--- src/rtl/cal_pkg.sv ---
package cal_pkg;
    typedef logic [7:0] bcd_t;

    localparam int NFIELD = 7;

    typedef struct packed {
        bcd_t sec;
        bcd_t min;
        bcd_t hour;
        bcd_t wday;
        bcd_t date;
        bcd_t mon;
        bcd_t year;
    } cal_t;

    typedef enum logic [1:0] {
        ACT_HOLD = 2'd0,
        ACT_TICK = 2'd1,
        ACT_LOAD = 2'd2
    } act_e;
endpackage

--- src/rtl/bcd_step.sv ---
module bcd_step
    import cal_pkg::*;
(
    input  logic en,
    input  bcd_t val,
    input  bcd_t lo,
    input  bcd_t hi,
    output bcd_t nxt,
    output logic wrap
);
    always_comb begin
        nxt  = val;
        wrap = 1'b0;
        if (en) begin
            if (val == hi) begin
                nxt  = lo;
                wrap = 1'b1;
            end else if (val[3:0] == 4'h9) begin
                nxt = {val[7:4] + 4'd1, 4'h0};
            end else begin
                nxt = {val[7:4], val[3:0] + 4'd1};
            end
        end
    end
endmodule

--- src/rtl/month_length.sv ---
module month_length
    import cal_pkg::*;
(
    input  bcd_t mon,
    input  bcd_t year,
    output bcd_t last_day
);
    logic [1:0] mod4;
    logic       leap;

    // (10*tens + ones) mod 4 == (2*tens[0] + ones[1:0]) mod 4
    assign mod4 = {year[4], 1'b0} + year[1:0];
    assign leap = (mod4 == 2'd0);

    always_comb begin
        unique case (mon)
            8'h02:                      last_day = leap ? 8'h29 : 8'h28;
            8'h04, 8'h06, 8'h09, 8'h11: last_day = 8'h30;
            default:                    last_day = 8'h31;
        endcase
    end
endmodule

--- src/rtl/bcd_calendar.sv ---
module bcd_calendar
    import cal_pkg::*;
(
    input  logic       clk,
    input  logic       rst_n,
    input  logic       tick_en,
    input  logic       halt,
    input  logic       load,
    input  logic [7:0] ld_sec,
    input  logic [7:0] ld_min,
    input  logic [7:0] ld_hour,
    input  logic [7:0] ld_wday,
    input  logic [7:0] ld_date,
    input  logic [7:0] ld_mon,
    input  logic [7:0] ld_year,
    output logic [7:0] tm_sec,
    output logic [7:0] tm_min,
    output logic [7:0] tm_hour,
    output logic [7:0] tm_wday,
    output logic [7:0] tm_date,
    output logic [7:0] tm_mon,
    output logic [7:0] tm_year
);
    localparam cal_t RESET_CAL = '{sec: 8'h00, min: 8'h00, hour: 8'h00,
                                   wday: 8'h01, date: 8'h01, mon: 8'h01,
                                   year: 8'h00};

    cal_t cal_q, cal_adv, ld_cal;
    act_e act;
    bcd_t month_end;

    // field index: 0 sec, 1 min, 2 hour, 3 wday, 4 date, 5 mon, 6 year
    bcd_t cur  [NFIELD];
    bcd_t nxt  [NFIELD];
    bcd_t lo   [NFIELD];
    bcd_t hi   [NFIELD];
    logic en   [NFIELD];
    logic wrap [NFIELD];

    assign ld_cal = '{sec: ld_sec, min: ld_min, hour: ld_hour, wday: ld_wday,
                      date: ld_date, mon: ld_mon, year: ld_year};

    month_length u_mlen (
        .mon      (cal_q.mon),
        .year     (cal_q.year),
        .last_day (month_end)
    );

    always_comb begin
        cur[0] = cal_q.sec;  lo[0] = 8'h00; hi[0] = 8'h59;
        cur[1] = cal_q.min;  lo[1] = 8'h00; hi[1] = 8'h59;
        cur[2] = cal_q.hour; lo[2] = 8'h00; hi[2] = 8'h23;
        cur[3] = cal_q.wday; lo[3] = 8'h01; hi[3] = 8'h07;
        cur[4] = cal_q.date; lo[4] = 8'h01; hi[4] = month_end;
        cur[5] = cal_q.mon;  lo[5] = 8'h01; hi[5] = 8'h12;
        cur[6] = cal_q.year; lo[6] = 8'h00; hi[6] = 8'h99;
        en[0] = 1'b1;
        en[1] = wrap[0];
        en[2] = wrap[1];
        en[3] = wrap[2];
        en[4] = wrap[2];
        en[5] = wrap[4];
        en[6] = wrap[5];
    end

    for (genvar i = 0; i < NFIELD; i++) begin : g_field
        bcd_step u_step (
            .en   (en[i]),
            .val  (cur[i]),
            .lo   (lo[i]),
            .hi   (hi[i]),
            .nxt  (nxt[i]),
            .wrap (wrap[i])
        );
    end

    assign cal_adv = '{sec: nxt[0], min: nxt[1], hour: nxt[2], wday: nxt[3],
                       date: nxt[4], mon: nxt[5], year: nxt[6]};

    // action select: load beats tick, halt gates tick only
    always_comb begin
        if (load)                 act = ACT_LOAD;
        else if (tick_en && !halt) act = ACT_TICK;
        else                      act = ACT_HOLD;
    end

    // state register
    always_ff @(posedge clk or negedge rst_n) begin
        if (!rst_n) begin
            cal_q <= RESET_CAL;
        end else begin
            unique case (act)
                ACT_LOAD: cal_q <= ld_cal;
                ACT_TICK: cal_q <= cal_adv;
                ACT_HOLD: cal_q <= cal_q;
                default:  cal_q <= cal_q;
            endcase
        end
    end

    // outputs
    always_comb begin
        tm_sec  = cal_q.sec;
        tm_min  = cal_q.min;
        tm_hour = cal_q.hour;
        tm_wday = cal_q.wday;
        tm_date = cal_q.date;
        tm_mon  = cal_q.mon;
        tm_year = cal_q.year;
    end

    AST_LOAD_WINS: assert property (@(posedge clk) disable iff (!rst_n)
        load |=> ({tm_sec, tm_min, tm_hour, tm_wday, tm_date, tm_mon, tm_year} ==
                  $past({ld_sec, ld_min, ld_hour, ld_wday, ld_date, ld_mon, ld_year})));

    AST_HALT_FREEZE: assert property (@(posedge clk) disable iff (!rst_n)
        (!load && (halt || !tick_en)) |=>
            $stable({tm_sec, tm_min, tm_hour, tm_wday, tm_date, tm_mon, tm_year}));

    AST_SEC_CARRY: assert property (@(posedge clk) disable iff (!rst_n)
        (!load && tick_en && !halt && tm_sec == 8'h59) |=>
            (tm_sec == 8'h00 && tm_min != $past(tm_min)));

    AST_WDAY_WRAP: assert property (@(posedge clk) disable iff (!rst_n)
        (!load && tick_en && !halt && tm_sec == 8'h59 && tm_min == 8'h59 &&
         tm_hour == 8'h23 && tm_wday == 8'h07) |=> (tm_wday == 8'h01));

    AST_YEAR_WRAP: assert property (@(posedge clk) disable iff (!rst_n)
        (!load && tick_en && !halt && tm_sec == 8'h59 && tm_min == 8'h59 &&
         tm_hour == 8'h23 && tm_date == 8'h31 && tm_mon == 8'h12 &&
         tm_year == 8'h99) |=> (tm_year == 8'h00 && tm_mon == 8'h01));
endmodule

--- config.mk ---
export PLATFORM = sky130hd
export DESIGN_NAME = bcd_calendar
export DESIGN_NICKNAME = d
export VERILOG_FILES = /design/src/rtl/cal_pkg.sv /design/src/rtl/bcd_step.sv /design/src/rtl/month_length.sv /design/src/rtl/bcd_calendar.sv
export SDC_FILE = /design/constraint.sdc
export NUM_CORES = 1
export LEC_CHECK = 0
export BUFFER_PORTS_ARGS = -buffer_cell sky130_fd_sc_hd__buf_2
export CAP_MARGIN = 20
export CELL_PAD_IN_SITES_DETAIL_PLACEMENT = 1
export CELL_PAD_IN_SITES_GLOBAL_PLACEMENT = 1
export CORE_UTILIZATION = 35
export DETAILED_ROUTE_END_ITERATION = 10
export PLACE_DENSITY = 0.87
export RECOVER_POWER = 50
export SYNTH_ARGS = -nofsm -noshare
export SYNTH_HDL_FRONTEND = slang
export SYNTH_SLANG_ARGS = --single-unit
--- constraint.sdc ---
create_clock -name clk -period 2.5 [get_ports clk]
set_input_delay 0.125 -clock clk [delete_from_list [all_inputs] [get_ports clk]]
set_output_delay 0.125 -clock clk [all_outputs]
set_load 0.005 [all_outputs]
# Word level (Yosys, flattened, before mapping)
# Cells that the tools add are included.
# word_totals
ff_bits	56
inputBits	61
output_inout_bits	56
wordCells	113
# classes
n_addsub	15
n_eq_ne	33
n_mux	34
reduce_logical	17
# ops
op	count
8-bit two-way mux	20
56-bit one-hot mux with 2 select lines	1
4-bit by 1-bit adder with 4-bit output (second input constant)	14
4-bit equality test (second input constant)	7
8-bit by 3-bit equality test with 1-bit output (second input constant)	3
3-bit by 1-bit inequality test with 1-bit output (second input constant)	7
3-bit AND reduction	6
8-bit by 5-bit equality test with 1-bit output (second input constant)	2
8-bit by 7-bit equality test with 1-bit output (second input constant)	2
8-bit one-hot mux with 2 select lines	1
2-bit AND reduction	6
1-bit two-way mux	11
2-bit by 1-bit inequality test with 1-bit output (second input constant)	5
8-bit by 2-bit equality test with 1-bit output (second input constant)	1
8-bit by 4-bit equality test with 1-bit output (second input constant)	1
8-bit by 6-bit equality test with 1-bit output (second input constant)	1
8-bit equality test	1
8-bit equality test (second input constant)	1
4-bit OR reduction	1
2-bit adder	1
2-bit by 1-bit equality test with 1-bit output (second input constant)	1
2-bit equality test (second input constant)	1
2-bit logical NOT	1
2-bit two-way mux	1
3 further kinds	3

# Longest topological paths before layout
# Gate-level depths: netlist of run 1.
# depth
depth_word	10
depth_mapped	10

# Modules after synthesis
# Synthesis of run 1 repeated with hierarchy kept, for this count alone.
# hier_totals
hier_cells	838
hier_area_um2	6999.2
# modules_own_cells
module	instances	cells_per_inst	area_per_inst_um2
bcd_step	7	71	519.2
bcd_calendar	1	319	3204.3
month_length	1	22	160.2

# Worst setup path after synthesis of run 1
# OpenSTA, ideal clock, no wires.
# synth_timing
path_type	reg-to-reg
from	reg cal_q, in the netlist tm_mon[5]
to	reg cal_q, in the netlist tm_mon[7]
setup_ns	0.139
arrival_ns	2.226
required_time_ns	2.361
setup_slack_ns	0.135
path_stages_with_launch	10
synth_period_minus_slack_ns	2.365
cell_sequence	dfrtp_1 -> inv_1 -> ha_1 -> or3b_4 -> or4_4 -> nand4_2 -> nand3_2 -> buf_6 -> a2111oi_1 -> a211oi_1
# synth_between
elab_chain_len	8
# synth_rtl
element	line_no	text
start: declaration	bcd_calendar.sv:28	cal_t cal_q, cal_adv, ld_cal;
start signal: assignment	bcd_calendar.sv:93	ACT_LOAD: cal_q <= ld_cal;
start signal: assignment	bcd_calendar.sv:94	ACT_TICK: cal_q <= cal_adv;
start signal: assignment	bcd_calendar.sv:95	ACT_HOLD: cal_q <= cal_q;
8-bit by 3-bit equality test with 1-bit output, or another cell as far along	month_length.sv:16	unique case (mon)
4-bit OR reduction	month_length.sv:16	
8-bit one-hot mux with 2 select lines	month_length.sv:16	
8-bit equality test	bcd_step.sv:15	if (val == hi) begin
1-bit two-way mux	bcd_step.sv:15	
1-bit two-way mux	bcd_step.sv:14	if (en) begin
2-bit by 1-bit inequality test with 1-bit output (no source line)	n/a	
3-bit AND reduction (no source line)	n/a	
# Several ways; a longest one is shown, not always the timed one. The select of a mux whose other input is x is not followed.
# A chain may end at the register's enable or synchronous reset.

# Worst setup path in the final report of run 1
# layout_timing
from	reg cal_q, in the netlist tm_mon[5]
to	reg cal_q, in the netlist tm_mon[6]
# The elaborated chain is that of the path after synthesis.

==> key figures, run 1 <==
Clock tree
  • Num CTS Buffers: 5
  • Worst-skew pair later-pin latency: 0.29 ns
  • CTS Sinks: between 50 and 60
  • CTS tree: yes
  • Root Buffer: clkbuf_16
  • CTS clock-pin slew for the worst setup and hold paths: around 0.07 ns
  • CTS H-Tree Depth: 2
  • Clock buffer depth: 2

Global routing
  • First-pass GRT wire length: around 21000 µm
  • Vias in the first global route: 4291
  • GR Util met3: between 2 and 3%
  • Met1 Use GR: ~28%
  • Busiest grt layer: met2
  • Met2 Resource Use GR: between 40 and 50%
  • Initial antenna violation count: 0
  • Largest net degree at the start of global routing: 39
  • GRT Overall Usage: 22.6%
  • Grt total ovfl: 0

Drt
  • Avg Vias per Cell: approximately 5.7
  • Post-Route WL: roughly 14000 µm
  • Antenna-violating nets left: 0
  • Drt drc: 0
  • Wire per inst: ~19 µm
  • Via count: 4198
  • 1st-iter DRT viols: 180
  • DR pass1 iterations: 4

Floorplan
  • Core Region: approximately 11000 µm²
  • Die Wd: 108 µm
  • Rows: 38
  • Die Y: ~110 µm
  • Die area: 11700 µm²
  • Ports: between 100 and 150
  • Initial Utilization: 36.2%

Synthesis
  • Synth area leader: dfrtp_1
  • Post-Syn Area: between 3000 and 4000 µm²
  • Seq/Total Area, Yosys: a little over a third
  • Yosys reg bits: 56
  • Netlist cell types: 79
  • Syn_nets: 540
  • Mapped Cells: about 450
  • Syn Area/Cell: around 8.7 µm²
  • Async SR Flop Fraction: 100%
  • Synth Flop Type: dfrtp_1
  • Ranking of synthesized cells by area: dfrtp_1 34%, ha_1 8.2%, o21ai_0 5.8%
  • Total number of yosys warnings: 0
  • Number of synthesized flops with an enable pin: 0
  • Share of the synthesized area in the top cell type: roughly a third

Finish
  • Antenna Diode Count: 0
  • Fin cells: 731
  • # nets final: between 600 and 700
  • Post-layout util: 46.1%
  • Share of post-route cells with drive strength above 1: between 20% and 30%
  • Syn-to-layout area delta: 27.6%

Flow run
  • Max-cap viol count: 0

Placed design
  • HPWL after DPL: approximately 9900 µm
  • Placer Congestion: about 0.9
  • DP Cell Count: a little over 700
  • Pre-CTS setup slack: -0.0932 ns
  • Port buffer count: ~120

STA
  • Fin crit share: 100%
  • Pins over their slew limit: 0
  • Final hold slack: ~0.044 ns
  • Setup ws final: -0.00982 ns
  • Clock skew: approximately 0.0095 ns
  • Slew at the pin closest to its max-slew limit: between 1 and 1.5 ns
  • Final min period: 2.51 ns
  • Rel. slew slack: a little over a quarter
  • Setup Viol. Count Final: 1
  • Hold Vio Cnt, Final: 0
  • RSZ-0062 raised after global routing: yes
  • Maximum clock frequency: approximately 400 MHz

Setup path
  • CP Capture Type: register
  • Data arrival, critical path: approximately 2.7 ns
  • FF-to-FF setup slack: -0.01 ns
  • CP max-delay cell: or4_4
  • CP peak stage delay: about 0.47 ns
  • Crit-path cells: inv_2 > ha_1 > or3b_4 > or4_4 > nand4_4 > nand3_4 > o21a_1 > a221o_1
  • Critical path buffers and inverters: 1
  • Required time of the critical path: 2.67 ns
  • Crit-path leading delay family: simple AND/OR/NAND/NOR gates
  • Setup CP Type: register to register
  • FF-to-FF End: tm_mon[6]$_DFFE_PN0P_
  • Worst R2R Path Depth: 8
  • Critical Path Source Type: register
  • Crit path max fanout: 5
  • R2r startpoint: tm_mon[5]$_DFFE_PN0P_
  • CP Launch Point: tm_mon[5]$_DFFE_PN0P_

Power
  • VDD IR-drop max: 0.312 mV
  • Lkg Pwr: about 2.2 nW
  • Final Total Pwr: about 2.6 mW
  • PwrDens: just over 500 nW/µm²

Outcome
  • Failing checks: setup timing
  • Status: complete, but fails checks

Worst hold path
  • Hold wc startpoint: ld_sec[2]
  • Hold Path End: tm_sec[2]$_DFFE_PN0P_
  • Hold Crit Depth: 3
  • Hold Crit Class: input pin to register
==> cells in the mapped netlist (all sizes together) (7+ instances only) <==
cell type  count
nor3          16
ha            26
inv           25
o22ai          7
nor2          27
dfrtp         53
o21ai         51
a21oi         38
clkbuf        12
nand3         15
nand2         44
nor3b         14
nand3b         8
==> layout make-up <==
class	count	area, µm²
fillers	1342	5890
multi-input cells	355	2440
flip-flops and latches	56	1410
repair buffers	147	781
well taps	140	175
clock buffers	8	146
inverters	25	93.8
==> per-stage QoR <==
step	setup TNS, ns	cell area [µm²]
after CTS	-0.0575	4960
after floorplan	0	3950
final	-0.00982	5040
after global routing	-0.548	5040
after detailed placement	-0.617	4780
after global placement	0	4780
==> flip-flops by register name, summed over array words and instances, names as in the netlist <==
| signal | cells |
|---|---|
| tm_date | 8 |
| tm_hour | 8 |
| tm_min | 8 |
| tm_mon | 8 |
| tm_sec | 8 |
| tm_wday | 8 |
| tm_year | 8 |
==> cell families after synthesis <==
family                   Yosys count  share of synthesized area [%]
multiplexers                       6                           1.68
AND/OR/NAND/NOR                  161                           22.8
adder cells (fa/ha/maj)           26                           8.23
AO/OA/AOI/OAI                    157                           26.0
XOR/XNOR                           4                          0.886
flip-flops                        56                           35.5
buffers and inverters             43                           4.81
==> per-layer routing <==
metal / part of all wire [%] / wire length [µm] / vias up
li1: - / - / 1958
met5: 0 / 0 / -
met1: 43 / 5930 / 2081
met2: 50 / 6900 / 135
met4: 2.1 / 283 / 0
met3: 5.0 / 683 / 24
==> report_power, final <==
| part | switching (mW) | total, mW | leakage, nW | internal, mW |
|---|---|---|---|---|
| Sequential | 0.170 | 1.18 | 0.666 | 1.01 |
| Clock | 0.322 | 0.724 | 0.0712 | 0.401 |
| Combinational | 0.364 | 0.662 | 1.46 | 0.298 |
| Total | 0.857 | 2.57 | 2.20 | 1.71 |
==> cell usage in the layout (no fill, tap or decap), types with 8 or more instances in the layout <==
cell       n
nand3b_1   8
nor3_1    16
nor3b_1   12
ha_1      26
inv_1     24
nand3_1   14
dfrtp_1   53
buf_4     28
nand2_1   42
clkbuf_1  29
nor2_1    26
buf_2     88
o21ai_0   46
a21oi_1   37
==> how the worst max path moves through the flow <==
| stage | endpoint | slack (ns) | depth (start not counted) |
|---|---|---|---|
| floorplan | tm_mon[7]$_DFFE_PN0P_ | 0.14 | 9 |
| global placement | tm_mon[6]$_DFFE_PN0P_ | 0.02 | 8 |
| detailed placement | tm_mon[6]$_DFFE_PN0P_ | -0.09 | 8 |
| CTS | tm_year[1]$_DFFE_PN0P_ | -0.02 | 8 |
| global route | tm_mon[4]$_DFFE_PN0P_ | -0.07 | 10 |
| finish | tm_mon[6]$_DFFE_PN0P_ | -0.01 | 8 |
==> what timing repair did <==
| action | CTS | global route |
|---|---|---|
| hold endpoints to repair | 17 | 0 |
| hold buffers | 1 | 0 |
| resized for setup | 2 | 10 |
| pin swaps | 1 | 5 |
| endpoints found under the setup margin | 16 | 26 |
| buffers inserted | 1 | 8 |
| cloned | 0 | 1 |
==> worst reg2reg max path: cells and delay by family (launching register included) <==
family	cells	cell delay, ns
AND/OR/NAND/NOR	4	1.15
AO/OA/AOI/OAI	2	0.62
flip-flops	1	0.40
adder cells (fa/ha/maj)	1	0.14
buffers and inverters	1	0.08
Power figures use the tool's default switching activity.
==> run 2, diff against run 1 <==
==> constraint.sdc (replaced) <==
create_clock -name clk -period 2.1 [get_ports clk]
set_input_delay 0.105 -clock clk [delete_from_list [all_inputs] [get_ports clk]]
set_output_delay 0.105 -clock clk [all_outputs]
set_load 0.005 [all_outputs]
==> run 2 against run 1 <==
The run ends with capacitance limit, slew limit, setup timing left. Critical path type unchanged. Non-clock buffer count up 55. First-iteration DRC count up 21%. Fmax up 1.6%. Core utilization up 5.7 points. Sequential share of layout area down 3.1 points. Clock-buffer cell count down 1. Final area up 12%. Combinational power up 57%. Critical endpoint is now tm_mon[0]$_DFFE_PN1P_.
==> key figures, run 2 (same netlist as run 1, synthesis figures left out) <==
Drt
  • Post-Route WL: 14600 µm (+6.1%)
  • Avg Vias per Cell: 5.57 (-2.9%)
  • Via count: 4381 (+4.4%)
  • Drt drc: 0 (unchanged)
  • Antenna-violating nets left: 0 (unchanged)
  • 1st-iter DRT viols: 217 (+21%)
  • Wire per inst: 18.6 µm (-1.4%)
  • DR pass1 iterations: 4 (unchanged)

Setup path
  • FF-to-FF End: tm_mon[0]$_DFFE_PN1P_
  • FF-to-FF setup slack: -0.37 ns (-0.36 ns)
  • Data arrival, critical path: 2.70 ns (+0.02 ns)
  • Critical Path Source Type: register
  • Worst R2R Path Depth: 9 (+1)
  • Required time of the critical path: 2.33 ns (-0.34 ns)
  • CP Launch Point: tm_mon[5]$_DFFE_PN0P_
  • R2r startpoint: tm_mon[5]$_DFFE_PN0P_
  • Crit path max fanout: 4 (-1)
  • Crit path to: tm_mon[0]$_DFFE_PN1P_
  • CP Capture Type: register
  • Setup CP Type: register to register

Placed design
  • Placer Congestion: 0.912 (+1.1%)
  • Pre-CTS setup slack: -0.427 ns (-0.334 ns)
  • DP Cell Count: 762 (+7.0%)
  • HPWL after DPL: 10500 µm (+5.8%)
  • Port buffer count: 116 (unchanged)

Clock tree
  • Clock buffer depth: 2 (unchanged)
  • CTS tree: yes
  • Num CTS Buffers: 5 (unchanged)
  • CTS H-Tree Depth: 2 (unchanged)
  • CTS clock-pin slew for the worst setup and hold paths: 0.08 ns (about the same)
  • Worst-skew pair later-pin latency: 0.30 ns (about the same)
  • Root Buffer: clkbuf_16
  • CTS Sinks: 56 (unchanged)

STA
  • Final min period: 2.47 ns (-0.0387 ns)
  • Pins over their slew limit: 25 (+25)
  • Rel. slew slack: -8.26% (-35 points)
  • Fin crit share: 118% (+17 points)
  • Setup ws final: -0.371 ns (-0.361 ns)
  • RSZ-0062 raised after global routing: yes
  • Maximum clock frequency: 405 MHz (+1.6%)
  • Slew at the pin closest to its max-slew limit: 1.62 ns (+0.521 ns)
  • Hold Vio Cnt, Final: 0 (unchanged)
  • Clock skew: 0.00822 ns (-0.00130 ns)
  • Setup Viol. Count Final: 24 (+23)

Global routing
  • Initial antenna violation count: 0 (unchanged)
  • Largest net degree at the start of global routing: 33 (-15%)
  • First-pass GRT wire length: 22500 µm (+6.8%)
  • Vias in the first global route: 4645 (+8.2%)
  • Grt total ovfl: 0 (unchanged)
  • GRT Overall Usage: 24.4% (+1.8 points)

Worst hold path
  • Hold Crit Class: input pin to register

Finish
  • Most common cell after layout, fill and taps aside: buf_2
  • Antenna Diode Count: 0 (unchanged)
  • Fin cells: 786 (+7.5%)
  • Syn-to-layout area delta: 43.4%
  • Share of post-route cells with drive strength above 1: 37.3% (+11 points)
  • Commonest non-fill, non-tap cells in the layout: 106 x buf_2, 53 x dfrtp_1, 49 x buf_4
  • # nets final: 732 (+8.1%)

Floorplan
  • Die Wd: 108 µm (unchanged)
  • Die area: 11700 µm² (unchanged)
  • Rows: 38 (unchanged)
  • Die Y: 108 µm (unchanged)
  • Initial Utilization: 36.2% (unchanged)
  • Ports: 117 (unchanged)
  • Core Region: 10900 µm² (unchanged)

Flow run
  • Max-cap viol count: 1 (+1)

Outcome
  • Failing checks: capacitance limit, slew limit, setup timing
  • Status: complete, but fails checks

Power
  • Lkg Pwr: 2.50 nW (+14%)
  • PwrDens: 577 nW/µm² (+13%)
  • VDD IR-drop max: 0.353 mV (+13%)
## run 2: per-layer routing
layer  part of all wire [%]  track usage (%)  wire (µm)
met3                    3.6             3.25        529
met2                     52             46.4       7650
met4                    2.1             6.47        300
met5                      0                0          0
met1                     42             28.5       6150
## run 2: area by class of cell
type | count | area [µm²]
Clock buffer | 7 | 143
Clock inverter | 1 | 7.51
Fill cell | 1314 | 5260
Inverter | 25 | 93.8
Multi-Input combinational cell | 355 | 2650
Sequential cell | 56 | 1410
Tap cell | 140 | 175
Timing Repair Buffer | 202 | 1200
## run 2: worst max-delay path, stage by stage, from the launching register on
cell	delay, ns
dfrtp_1	0.39
inv_2	0.09
ha_4	0.12
or3b_4	0.37
or4_4	0.46
a31o_4	0.27
nand4_1	0.17
nand2_2	0.14
buf_4	0.16
a32o_1	0.22
## run 2: how the worst min path moves through the flow
stage,end,slack (ns),startpoint,cells past startpoint
3_5_place_dp,tm_min[6]$_DFFE_PN0P_,0.17,rst_n,1
5_1_grt,tm_sec[2]$_DFFE_PN0P_,0.03,ld_sec[2],3
3_3_place_gp,tm_min[6]$_DFFE_PN0P_,0.16,rst_n,1
2_1_floorplan,tm_date[1]$_DFFE_PN0P_,-0.19,rst_n,0
4_1_cts,tm_sec[2]$_DFFE_PN0P_,0.02,ld_sec[2],3
6_report,tm_sec[2]$_DFFE_PN0P_,0.02,ld_sec[2],3
## run 2: power by group
part / internal (mW) / leakage, nW / switching, mW
Sequential: 1.21 / 0.667 / 0.134
Combinational: 0.480 / 1.76 / 0.559
Clock: 0.478 / 0.0701 / 0.415
Total: 2.16 / 2.50 / 1.11
## run 2: stage by stage
step / hold slack, ns / power, mW / setup TNS (ns) / cell area, µm² / util [%]
2_1_floorplan: -0.191 / 1.80 / -3.73 / 3980 / -
3_3_place_gp: 0.159 / 2.27 / -4.96 / 5190 / 47.5
3_5_place_dp: 0.172 / 2.35 / -8.36 / 5190 / 47.5
4_1_cts: 0.0174 / 3.27 / -5.91 / 5500 / 50.3
5_1_grt: 0.0302 / 3.45 / -7.83 / 5670 / 51.9
6_report: 0.0159 / 3.27 / -5.96 / 5670 / 51.9
## run 2: repair_timing
action	CTS	global route
gates resized for setup	21	48
pin swaps	15	18
hold buffers	1	0
gates cloned	2	0
setup endpoints to repair	30	37
buffers inserted	3	10
hold endpoints to repair	24	0
